<file path="src/rtl/pair_fetch_pkg.sv">
package pair_fetch_pkg;
  parameter int unsigned PIX_W   = 8;
  parameter int unsigned HC_W    = 4;
  parameter int unsigned VID_DLY = 4;

  localparam logic [HC_W-1:0] LOAD_FIRST  = HC_W'(3);
  localparam logic [HC_W-1:0] LOAD_SECOND = HC_W'(11);

  typedef logic [PIX_W-1:0] pix_byte_t;

  typedef struct packed {
    pix_byte_t bmp;
    pix_byte_t attr;
    logic      valid;
  } pair_t;
endpackage

</file>
<file path="src/rtl/pfs_rst_sync.sv">
module pfs_rst_sync (
  input  logic clk,
  input  logic rst_n,
  output logic rst_n_sync
);
  logic [1:0] sync_q;

  always_ff @(posedge clk or negedge rst_n) begin
    if (!rst_n) sync_q <= 2'b00;
    else        sync_q <= {sync_q[0], 1'b1};
  end

  assign rst_n_sync = sync_q[1];
endmodule

</file>
<file path="src/rtl/pfs_decode.sv">
module pfs_decode
  import pair_fetch_pkg::*;
(
  input  logic [HC_W-1:0] hcount,
  input  logic            pix_ce,
  input  logic            disp_active,
  output logic            req,
  output logic            attr_sel,
  output logic            bank_b,
  output logic            load,
  output logic            load_second,
  output logic            contend
);
  logic in_burst;

  always_comb begin
    in_burst    = ~hcount[HC_W-1];
    req         = pix_ce & disp_active & in_burst & hcount[0];
    attr_sel    = hcount[1];
    bank_b      = hcount[2];
    load        = pix_ce & (hcount == LOAD_FIRST || hcount == LOAD_SECOND);
    load_second = hcount[HC_W-1];
    contend     = disp_active & in_burst;
  end
endmodule

</file>
<file path="src/rtl/pfs_pair_stage.sv">
module pfs_pair_stage
  import pair_fetch_pkg::*;
(
  input  logic      clk,
  input  logic      rst_n,
  input  logic      req,
  input  logic      attr_sel,
  input  logic      bank_b,
  input  logic      load,
  input  logic      load_second,
  input  pix_byte_t rdata,
  output pair_t     out_pair
);
  pix_byte_t bmp_a_q, bmp_a_d;
  pix_byte_t bmp_b_q, bmp_b_d;
  pix_byte_t attr_b_q, attr_b_d;
  logic      vld_b_q, vld_b_d;

  always_comb begin
    bmp_a_d  = bmp_a_q;
    bmp_b_d  = bmp_b_q;
    attr_b_d = attr_b_q;
    vld_b_d  = vld_b_q;
    if (req && !attr_sel) begin
      if (bank_b) bmp_b_d = rdata;
      else        bmp_a_d = rdata;
    end
    if (req && attr_sel && bank_b) begin
      attr_b_d = rdata;
      vld_b_d  = 1'b1;
    end
    if (load && load_second) vld_b_d = 1'b0;
  end

  always_comb begin
    if (load_second) begin
      out_pair.bmp   = bmp_b_q;
      out_pair.attr  = attr_b_q;
      out_pair.valid = vld_b_q;
    end else begin
      out_pair.bmp   = bmp_a_q;
      out_pair.attr  = rdata;
      out_pair.valid = req & attr_sel;
    end
  end

  always_ff @(posedge clk or negedge rst_n) begin
    if (!rst_n) begin
      bmp_a_q  <= '0;
      bmp_b_q  <= '0;
      attr_b_q <= '0;
      vld_b_q  <= 1'b0;
    end else begin
      bmp_a_q  <= bmp_a_d;
      bmp_b_q  <= bmp_b_d;
      attr_b_q <= attr_b_d;
      vld_b_q  <= vld_b_d;
    end
  end
endmodule

</file>
<file path="src/rtl/pfs_out_stage.sv">
module pfs_out_stage
  import pair_fetch_pkg::*;
(
  input  logic      clk,
  input  logic      rst_n,
  input  logic      pix_ce,
  input  logic      load,
  input  pair_t     in_pair,
  output logic      pix_out,
  output pix_byte_t attr_out
);
  pix_byte_t sh_q, sh_d;
  pix_byte_t attr_q, attr_d;

  always_comb begin
    sh_d   = sh_q;
    attr_d = attr_q;
    if (load) begin
      sh_d   = in_pair.valid ? in_pair.bmp  : '0;
      attr_d = in_pair.valid ? in_pair.attr : '0;
    end else if (pix_ce) begin
      sh_d = {sh_q[PIX_W-2:0], 1'b0};
    end
  end

  always_ff @(posedge clk or negedge rst_n) begin
    if (!rst_n) begin
      sh_q   <= '0;
      attr_q <= '0;
    end else begin
      sh_q   <= sh_d;
      attr_q <= attr_d;
    end
  end

  assign pix_out  = sh_q[PIX_W-1];
  assign attr_out = attr_q;
endmodule

</file>
<file path="src/rtl/pfs_delay.sv">
module pfs_delay #(
  parameter int unsigned DEPTH = 4
) (
  input  logic clk,
  input  logic rst_n,
  input  logic en,
  input  logic din,
  output logic dout
);
  logic [DEPTH-1:0] stage_q;

  generate
    if (DEPTH == 1) begin : g_one
      always_ff @(posedge clk or negedge rst_n) begin
        if (!rst_n)  stage_q <= '0;
        else if (en) stage_q <= din;
      end
    end else begin : g_many
      always_ff @(posedge clk or negedge rst_n) begin
        if (!rst_n)  stage_q <= '0;
        else if (en) stage_q <= {stage_q[DEPTH-2:0], din};
      end
    end
  endgenerate

  assign dout = stage_q[DEPTH-1];
endmodule

</file>
<file path="src/rtl/pair_fetch_seq.sv">
module pair_fetch_seq
  import pair_fetch_pkg::*;
(
  input  logic             clk,
  input  logic             rst_n,
  input  logic             pix_ce,
  input  logic [HC_W-1:0]  hcount,
  input  logic             disp_active,
  input  logic [PIX_W-1:0] mem_rdata,
  output logic             mem_req,
  output logic             mem_attr_sel,
  output logic             addr_inc,
  output logic             shift_load,
  output logic             cpu_contend,
  output logic             pix_out,
  output logic [PIX_W-1:0] attr_out,
  output logic             vid_en_out
);
  logic  rst_n_i;
  logic  bank_b, load_second;
  pair_t stage_pair;

  pfs_rst_sync u_rst (
    .clk        (clk),
    .rst_n      (rst_n),
    .rst_n_sync (rst_n_i)
  );

  pfs_decode u_dec (
    .hcount      (hcount),
    .pix_ce      (pix_ce),
    .disp_active (disp_active),
    .req         (mem_req),
    .attr_sel    (mem_attr_sel),
    .bank_b      (bank_b),
    .load        (shift_load),
    .load_second (load_second),
    .contend     (cpu_contend)
  );

  pfs_pair_stage u_stage (
    .clk         (clk),
    .rst_n       (rst_n_i),
    .req         (mem_req),
    .attr_sel    (mem_attr_sel),
    .bank_b      (bank_b),
    .load        (shift_load),
    .load_second (load_second),
    .rdata       (mem_rdata),
    .out_pair    (stage_pair)
  );

  pfs_out_stage u_out (
    .clk      (clk),
    .rst_n    (rst_n_i),
    .pix_ce   (pix_ce),
    .load     (shift_load),
    .in_pair  (stage_pair),
    .pix_out  (pix_out),
    .attr_out (attr_out)
  );

  pfs_delay #(.DEPTH(VID_DLY)) u_vdly (
    .clk   (clk),
    .rst_n (rst_n_i),
    .en    (pix_ce),
    .din   (disp_active),
    .dout  (vid_en_out)
  );

  assign addr_inc = shift_load & stage_pair.valid;
endmodule

</file>
<file path="config.mk">
export PLATFORM = sky130hd
export DESIGN_NAME = pair_fetch_seq
export DESIGN_NICKNAME = d
export VERILOG_FILES = /design/src/rtl/pair_fetch_pkg.sv /design/src/rtl/pfs_rst_sync.sv /design/src/rtl/pfs_decode.sv /design/src/rtl/pfs_pair_stage.sv /design/src/rtl/pfs_out_stage.sv /design/src/rtl/pfs_delay.sv /design/src/rtl/pair_fetch_seq.sv
export SDC_FILE = /design/constraint.sdc
export NUM_CORES = 1
export LEC_CHECK = 0
export BUFFER_PORTS_ARGS = -buffer_cell sky130_fd_sc_hd__buf_2
export CAP_MARGIN = 10
export CORE_MARGIN = 5
export CORE_UTILIZATION = 50
export CTS_BUF_LIST = sky130_fd_sc_hd__clkbuf_16
export DETAILED_ROUTE_END_ITERATION = 6
export GPL_TIMING_DRIVEN = 0
export PLACE_DENSITY_LB_ADDON = 0.1
export SYNTH_ARGS = -nofsm -noshare
export SYNTH_HDL_FRONTEND = slang
export SYNTH_SLANG_ARGS = --single-unit
</file>
<file path="constraint.sdc">
create_clock -name clk -period 1.4 [get_ports clk]
set_input_delay 0.14 -clock clk [delete_from_list [all_inputs] [get_ports clk]]
set_output_delay 0.14 -clock clk [all_outputs]
set_load 0.01 [all_outputs]
</file>
Yosys cells after proc, flatten, opt, wreduce, memory -nomap -nowiden
Cells that the tools add are included.

word-level totals
  bits in registers = 47
  bits in latches = 0
  memory bits (writable) = 0
  ROM bits = 0
  bits of input ports = 16
  logic and storage cells = 36
  memories = 0

operators by class
  add/sub/neg operators = 0
  multiply operators = 0
  div/mod/pow operators = 0
  order comparisons = 0
  eq/ne operators = 2
  shift-type cells = 0
  muxes and demuxes = 7
  bitwise logic cells = 9
  reduce and logical (&&, ||, !) cells = 10

operators with widths
  cell                                                 count
  2-to-1 mux 8 bit                                     4
  2-to-1 mux 17 bit                                    1
  bitwise AND 1 bit                                    7
  equality test 4 x 2 -> 1 bit, second input constant  1
  equality test 4 bit, second input constant           1
  logical AND 1 bit                                    4
  AND reduction 2 bit                                  2
  nonzero test 2 bit                                   2
  2-to-1 mux 1 bit                                     2
  NOT 1 bit                                            2
  logical NOT 1 bit                                    1
  logical OR 1 bit                                     1

Longest topological paths before layout
Gate-level depths: netlist of the first run.

  depth in word-level cells = 7
  gate-level depth with buffers = 5

Hierarchy
From an unflattened synthesis of the first run, not the netlist that was laid out.

unflattened totals
  cell total of the unflattened synthesis = 141
  area, all modules = 2072.0 sq um

by module, submodules not included
  module          instances  cells each  area each (sq um)  seq. area each (sq um)
  pfs_pair_stage  1          75          1149.9             625.6
  pfs_out_stage   1          48          665.6              400.4
  pfs_delay       1          8           145.1              100.1
  pfs_rst_sync    1          3           53.8               50.0
  pfs_decode      1          6           51.3               0.0
  pair_fetch_seq  1          1           6.3                0.0

Worst setup path after synthesis of the first run
OpenSTA, ideal clock, no wires.

  kind = input port to flip-flop
  start point = in hcount[3]
  end point = reg u_stage.attr_b_q[0]
  setup time = 0.125 ns
  arrival = 1.100 ns
  data required time = 1.275 ns
  setup slack = 0.176 ns
  stages on the path = 5
  buffers on the path = 1
  path through = nand4b_4 -> inv_1 -> and3_1 -> buf_2 -> mux2_2

on the way
  cells in the longest elaborated chain, start to end = 5

RTL lines
  what                             RTL line              RTL
  start: declaration               pair_fetch_seq.sv:7   input logic [HC_W-1:0] hcount,
  NOT 1 bit                        pfs_decode.sv:17      in_burst = ~hcount[HC_W-1];
  bitwise AND 1 bit (2 in series)  pfs_decode.sv:18      req = pix_ce & disp_active & in_burst & hcount[0];
  named net mem_req                pair_fetch_seq.sv:10  output logic mem_req,
  logical AND 1 bit (2 in series)  pfs_pair_stage.sv:28  if (req && attr_sel && bank_b) begin
  end signal: assignment           pfs_pair_stage.sv:56  attr_b_q <= attr_b_d;
  end: declaration                 pfs_pair_stage.sv:16  pix_byte_t attr_b_q, attr_b_d;

The timed path passes the listed nets, and every way through them passes these cells.
A chain may end at the register's enable or synchronous reset.

Worst setup path in the final report of the first run
  start point = reg u_stage.vld_b_q
  end point = out addr_inc

on the way
  cells in the longest elaborated chain, start to end = 2

RTL lines
  what                      RTL line              RTL
  start: declaration        pfs_pair_stage.sv:17  logic vld_b_q, vld_b_d;
  start signal: assignment  pfs_pair_stage.sv:57  vld_b_q <= vld_b_d;
  2-to-1 mux 17 bit         pfs_pair_stage.sv:36  if (load_second) begin
  bitwise AND 1 bit         pair_fetch_seq.sv:71  assign addr_inc = shift_load & stage_pair.valid;
  end: declaration          pair_fetch_seq.sv:12  output logic addr_inc,

Every way passes these cells.

==> results by group, run 1 <==
Worst setup path
  – Critical setup path kind: reg -> out
  – Critical Path End Type: primary output
  – Cells along the critical path: and2_4 -> o21ai_4 -> buf_6 -> inv_2 -> buf_6
  – Critical R2R Capture: u_out.attr_out[0]
  – Buf/Inv on CP: 3
  – Worst EP arrival: about 1.3 ns
  – CP required: between 1 and 1.5 ns
  – Crit path max fanout: 2
  – CP max stage delay: about 0.4 ns
  – Reg2reg start: u_stage.vld_b_q
  – CP max-delay cell: dfrtp_1
  – Most used cell, CP: buf_6
  – Worst-case reg-to-reg path depth: 5
  – Crit-path leading delay family: flip-flops
  – Worst R2R Setup Slack: ~0.14 ns
  – Startpoint types: register

Synth
  – Syn Inst Count: between 150 and 200
  – Yosys top cell by area: dfrtp_1
  – Synth top area cells: dfrtp_1 58%, mux2_2 11%, mux2i_1 7.8%
  – Synth Warn #: 0
  – Post-Syn Area: between 0.002 and 0.0025 mm2
  – Synth top area share: slightly below 60%
  – Yosys reg bits: 47
  – Sequential area share after synthesis: between 50 and 60%
  – Mean area per synthesized cell: between 10 and 15 um2
  – Syn nets: approximately 170
  – Synth cell types: 23

Global route
  – Largest net degree at the start of global routing: 46
  – Initial antenna violation count: 0
  – Grt ovf: 0
  – Gr usage total: around 17%
  – Vias in the first global route: ~1400
  – First-pass GRT wire length: 6940 um

Run
  – Max-cap violations: 0

Power and ir drop
  – Leakage Power: roughly 1.3 nW
  – Clock network fraction of total power: about two fifths
  – Sequential Power Share: 46.5%
  – Sw Pwr: ~0.00080 W
  – Logic pwr share: about an eighth
  – Switching Fraction: approximately 22%
  – Int Power: 0.00286 W
  – Power per cell area: approximately 1500 mW/mm2
  – Maximum vdd drop: around 0.0011 V

Clocking
  – Reg clk slew, reported paths: 0.06 ns
  – H-tree levels: 2
  – Worst-Skew Late Latency: 0.28 ns
  – CTS Buf Count: 5
  – CTS tree: done
  – Root buf cell: clkbuf_16
  – Clock sinks: 47
  – CTS Buffer Depth: 2

STA
  – Fin. Hold Viols: 0
  – Worst slew margin: a little over a third
  – Final WS setup: -0.0225 ns
  – Tcrit/Tclk final: 102%
  – Final max-slew violation count: 0
  – RSZ-0062 raised after global routing: yes
  – Worst-margin pin slew: 0.966 ns
  – Tmin final: around 1.4 ns
  – Setup violators final: 1
  – Fmax: ~700 MHz
  – Max Clock Skew: around 0.0064 ns

Finish
  – Non-Filler Instances: approximately 240
  – Commonest non-fill, non-tap cell in the layout: dfrtp_1
  – Fill count: approximately 320
  – Synth-to-Final Area Change: 22.1%
  – Leading cell types in the layout, fill and taps excluded: 46 x dfrtp_1, 33 x buf_2, 20 x mux2_2
  – Diodes inserted: 0
  – Final nets: around 210
  – Layout cells sized above 1: approximately 41%

Floorplan
  – Die ar.: roughly 0.0055 mm2
  – Num ports: 31
  – Row count: 23
  – Horiz. Die Dim: about 74 um
  – Die Y: between 70 and 80 um
  – Core area: around 0.0040 mm2
  – Initial Utilization: 51.4%

Place
  – RD Place Congestion: a little under 0.8
  – Placed insts: between 200 and 250
  – Place WS: -0.213 ns
  – PortBufs: 30
  – Post-DP HPWL: roughly 2700 um

Outcome
  – Violated checks: setup timing
  – Outcome: finished with violations

Detailed routing
  – Via count: between 1000 and 1500
  – WL final: between 4000 and 5000 um
  – Vias per cell: 5.42
  – DRC violations left: 0
  – Initial DRC count: slightly above 70
  – Drt first pass iters: 4
  – ANT nets after route: 0
  – Mean routed wirelength per cell: between 15 and 20 um

Hold path
  – Min-Delay Endpoint: u_stage.bmp_a_q[6]
  – Worst Hold Launch: mem_rdata[6]
  – Hold Path Class: in -> reg
  – Hold path cells: 2
## cells in the mapped netlist
cell and number:
a2bb2oi_1 1, buf_4 2, mux2_4 8, inv_1 4, or3_1 1, nand4b_1 1, and3_1 1, o21ai_0 14
a31oi_1 7, nand4b_4 1, mux2_2 20, mux2i_1 16, o22ai_1 1, nand2_1 8, buf_2 5, o21ai_2 1
and2_1 1, nor3b_4 1, dfrtp_1 47, clkbuf_1 2, nor2b_1 8, conb_1 1, o21ai_1 1
## through the flow
stage                     TNS, ns  total power (W)  util, %  area [um2]  hold WS, ns
after global placement      -1.83          0.00215     56.8        2250      -0.0751
after CTS                 -0.0280          0.00369     62.7        2490        0.118
after floorplan                 0          0.00201        -        2040       -0.156
after detailed placement    -2.38          0.00218     56.8        2250      -0.0727
final                     -0.0225          0.00366     62.7        2490        0.123
after global routing      -0.0559          0.00383     62.7        2490        0.124
## worst max path at each step
stage	slack [ns]	end	startpoint	cells after the start
2_1_floorplan	0.18	u_stage.attr_b_q[0]	hcount[3]	5
3_3_place_gp	-0.21	addr_inc	hcount[3]	7
3_5_place_dp	-0.21	addr_inc	hcount[3]	7
4_1_cts	-0.03	addr_inc	u_stage.vld_b_q	5
5_1_grt	-0.06	addr_inc	u_stage.vld_b_q	5
6_report	-0.02	addr_inc	u_stage.vld_b_q	5
## per-layer routing
layer	wire (um)	track usage, %
met3	230	4.79
met1	1820	21.3
met4	74	6.04
met2	2090	29.6
met5	0	0
## worst reg2reg max path: stages (launching register included)
cell and delay, ns:
dfrtp_1 0.40, and2_4 0.17, o21ai_4 0.16, buf_6 0.13
buf_4 0.16, o21ai_0 0.11
## registers in the layout, summed over array words and instances (netlist names)
signal and count:
u_out.attr_out 8, u_out.sh_q 8, u_rst.sync_q 2, u_stage.attr_b_q 8, u_stage.bmp_a_q 8, u_stage.bmp_b_q 8, u_stage.vld_b_q 1, u_vdly.stage_q 4
## cell families (layout without fill, tap and decap cells)
group                  after synthesis  in the layout  synth area share, %
DFF                                 47             47                 57.6
and+or+nand+nor                     22             22                 7.36
AOI/OAI and AO/OA                   25             25                 6.99
buffers and inverters               13             54                 3.07
muxes                               44             44                 24.8
other                                1              1                0.184
## cell type report
class | count | area [um2] | area share [%]
multi-input combinational | 92 | 812 | 32.6
inverter | 4 | 15.0 | 0.603
tap | 50 | 62.6 | 2.51
clock inverter | 3 | 63.8 | 2.56
sequential | 47 | 1180 | 47.3
clock buffer | 5 | 125 | 5.02
buffer | 9 | 53.8 | 2.16
timing repair buffer | 33 | 181 | 7.28
## power groups by stage
stage,combinational (W),clock [W],sequential (W)
2_1_floorplan,0.000303,0,0.00171
3_3_place_gp,0.000440,0,0.00171
3_5_place_dp,0.000457,0,0.00172
4_1_cts,0.000474,0.00151,0.00170
5_1_grt,0.000515,0.00158,0.00173
6_report,0.000467,0.00149,0.00170
## what timing repair did
action / in CTS / in global routing
pin swaps: 1 / 1
resized for setup: 6 / 0
endpoints found under the setup margin: 10 / 1
setup buffers: 2 / 0
hold endpoints to repair: 2 / 0
gates cloned: 0 / 0
hold buffers: 1 / 0
Power figures use the tool's default switching activity.
==> run 2, diff against run 1 <==
Settings changed: CORE_MARGIN 5 to 8, SETUP_SLACK_MARGIN set to 0.2.
==> run 2 against run 1 <==
Effect of this change: the run now ends clean; die area grew 17%; critical endpoint unchanged; combinational power increased by 4%; first-iteration DRC count shrank 5.6%; non-clock buffer count increased by 6; sequential cell count stayed put; clock skew fell by 0.00054 ns; final cell count rose by 2.5%.
==> results by group, run 2 (synthesis gave the netlist of run 1 again) <==
Clocking
  – Clock sinks: 47
  – Root buf cell: clkbuf_16
  – Reg clk slew, reported paths: approximately 0.06 ns
  – CTS Buf Count: 5
  – CTS tree: done
  – H-tree levels: 2
  – Worst-Skew Late Latency: approximately 0.28 ns
  – CTS Buffer Depth: 2

Place
  – RD Place Congestion: 0.693
  – Placed insts: 232
  – Post-DP HPWL: around 2700 um
  – PortBufs: 30

Hold path
  – Worst Hold Launch: mem_rdata[6]
  – Hold Path Class: in -> reg

Detailed routing
  – DRC violations left: 0
  – WL final: ~4200 um
  – Drt first pass iters: 4
  – Via count: ~1300
  – ANT nets after route: 0
  – Initial DRC count: 68
  – Vias per cell: 5.37
  – Mean routed wirelength per cell: ~17 um

Global route
  – Grt ovf: 0
  – Initial antenna violation count: 0
  – First-pass GRT wire length: ~6800 um
  – Largest net degree at the start of global routing: 46
  – Vias in the first global route: roughly 1400
  – Gr usage total: between 10% and 20%

Worst setup path
  – Startpoint types: register
  – Crit path max fanout: 3
  – Worst-case reg-to-reg path depth: 5
  – Worst EP arrival: 1.25 ns
  – Critical R2R Capture: u_out.attr_out[1]
  – Critical Path End Type: primary output
  – Crit-path leading delay family: flip-flops
  – Critical setup path kind: reg -> out
  – Worst R2R Setup Slack: about 0.19 ns
  – CP max stage delay: 0.37 ns
  – Most used cell, CP: buf_6
  – Beginning of the critical path: u_stage.vld_b_q
  – Reg2reg start: u_stage.vld_b_q
  – CP max-delay cell: dfrtp_1
  – CP required: approximately 1.3 ns
  – Instance count on the critical path: 5
  – Worst setup endpoint: addr_inc
  – Buf/Inv on CP: 3
  – Cells along the critical path: and2_4 -> o21ai_4 -> buf_6 -> inv_2 -> buf_6

STA
  – RSZ-0062 raised after global routing: yes
  – Fin. Hold Viols: 0
  – Setup violators final: 0
  – Max Clock Skew: between 0.005 and 0.006 ns
  – Final max-slew violation count: 0
  – Tmin final: 1.39 ns
  – Tcrit/Tclk final: just under 100%
  – Worst slew margin: 62.0%
  – Fmax: between 700 and 800 MHz
  – Worst-margin pin slew: around 0.57 ns

Finish
  – Final nets: 214
  – Non-Filler Instances: 249
  – Synth-to-Final Area Change: 22.3%
  – Layout cells sized above 1: approximately 42%
  – Commonest non-fill, non-tap cell in the layout: dfrtp_1
  – Diodes inserted: 0
  – Leading cell types in the layout, fill and taps excluded: 46 x dfrtp_1, 32 x buf_2, 20 x mux2_2

Outcome
  – Outcome: finished, final reports clean

Power and ir drop
  – Total power draw: ~0.0033 W
  – Power per cell area: about 1300 mW/mm2
  – Leakage Power: ~1.3 nW
  – Maximum vdd drop: about 0.0007 V

Floorplan
  – Core area: a little under 0.004 mm2
  – Horiz. Die Dim: between 70 and 80 um
  – Die Y: ~80 um
  – Row count: 23
  – Num ports: 31
  – Die ar.: roughly 0.0064 mm2
  – Initial Utilization: between 50% and 60%

Run
  – Max-cap violations: 0
==> run 2: cell count changes in the layout (fill, tap and decap cells not counted), sizes merged <==
cell | previous run | this run
bufinv | 2 | 0
clkinv | 0 | 2
buf | 39 | 45
==> run 2: worst min path at each step <==
stage	to	slack (ns)	cells after the start
after floorplan	u_rst.sync_q[0]	-0.16	0
after global placement	u_rst.sync_q[0]	-0.07	1
after detailed placement	u_rst.sync_q[0]	-0.07	1
after CTS	u_stage.bmp_a_q[6]	0.13	2
after global routing	u_stage.bmp_a_q[1]	0.13	2
final	u_stage.bmp_a_q[6]	0.13	2
==> run 2: what timing repair did <==
action,in CTS,in global routing
endpoints found under the setup margin,11,39
setup buffers,4,4
hold buffers,1,0
resized for setup,6,4
hold endpoints to repair,2,0
pin swaps,2,2
==> run 2: metrics by stage <==
| step | setup WS (ns) | instance area, um2 | setup TNS (ns) | utilization (%) | hold slack, ns |
|---|---|---|---|---|---|
| floorplan | 0.199 | 2050 | 0 | - | -0.156 |
| global placement | -0.202 | 2260 | -1.66 | 56.9 | -0.0749 |
| detailed placement | -0.217 | 2260 | -2.20 | 56.9 | -0.0736 |
| CTS | -0.0174 | 2460 | -0.0174 | 61.9 | 0.129 |
| global route | -0.0269 | 2500 | -0.0269 | 62.9 | 0.135 |
| finish | 0.0128 | 2500 | 0 | 62.9 | 0.131 |
==> run 2: metal layers <==
layer / share of wire (%) / wire length (um) / GRT usage, %
met1: 46 / 1930 / 16.4
met2: 49 / 2100 / 23.9
met4: 0.35 / 15 / 4.36
met3: 4.5 / 191 / 3.72
met5: 0 / 0 / 0
==> run 2: power breakdown <==
group	internal [W]	switching (W)	total, W
Clock	0.000642	0.000440	0.00108
Sequential	0.00157	0.000129	0.00170
Combinational	0.000291	0.000195	0.000486
Total	0.00250	0.000764	0.00327
==> run 2: area by class of cell <==
type	count	area, um2
Multi-Input combinational cell	92	812
Sequential cell	47	1180
Fill cell	335	1480
Inverter	4	15.0
Tap cell	50	62.6
Clock inverter	3	11.3
Clock buffer	5	125
Timing Repair Buffer	39	230
Buffer	9	60.1
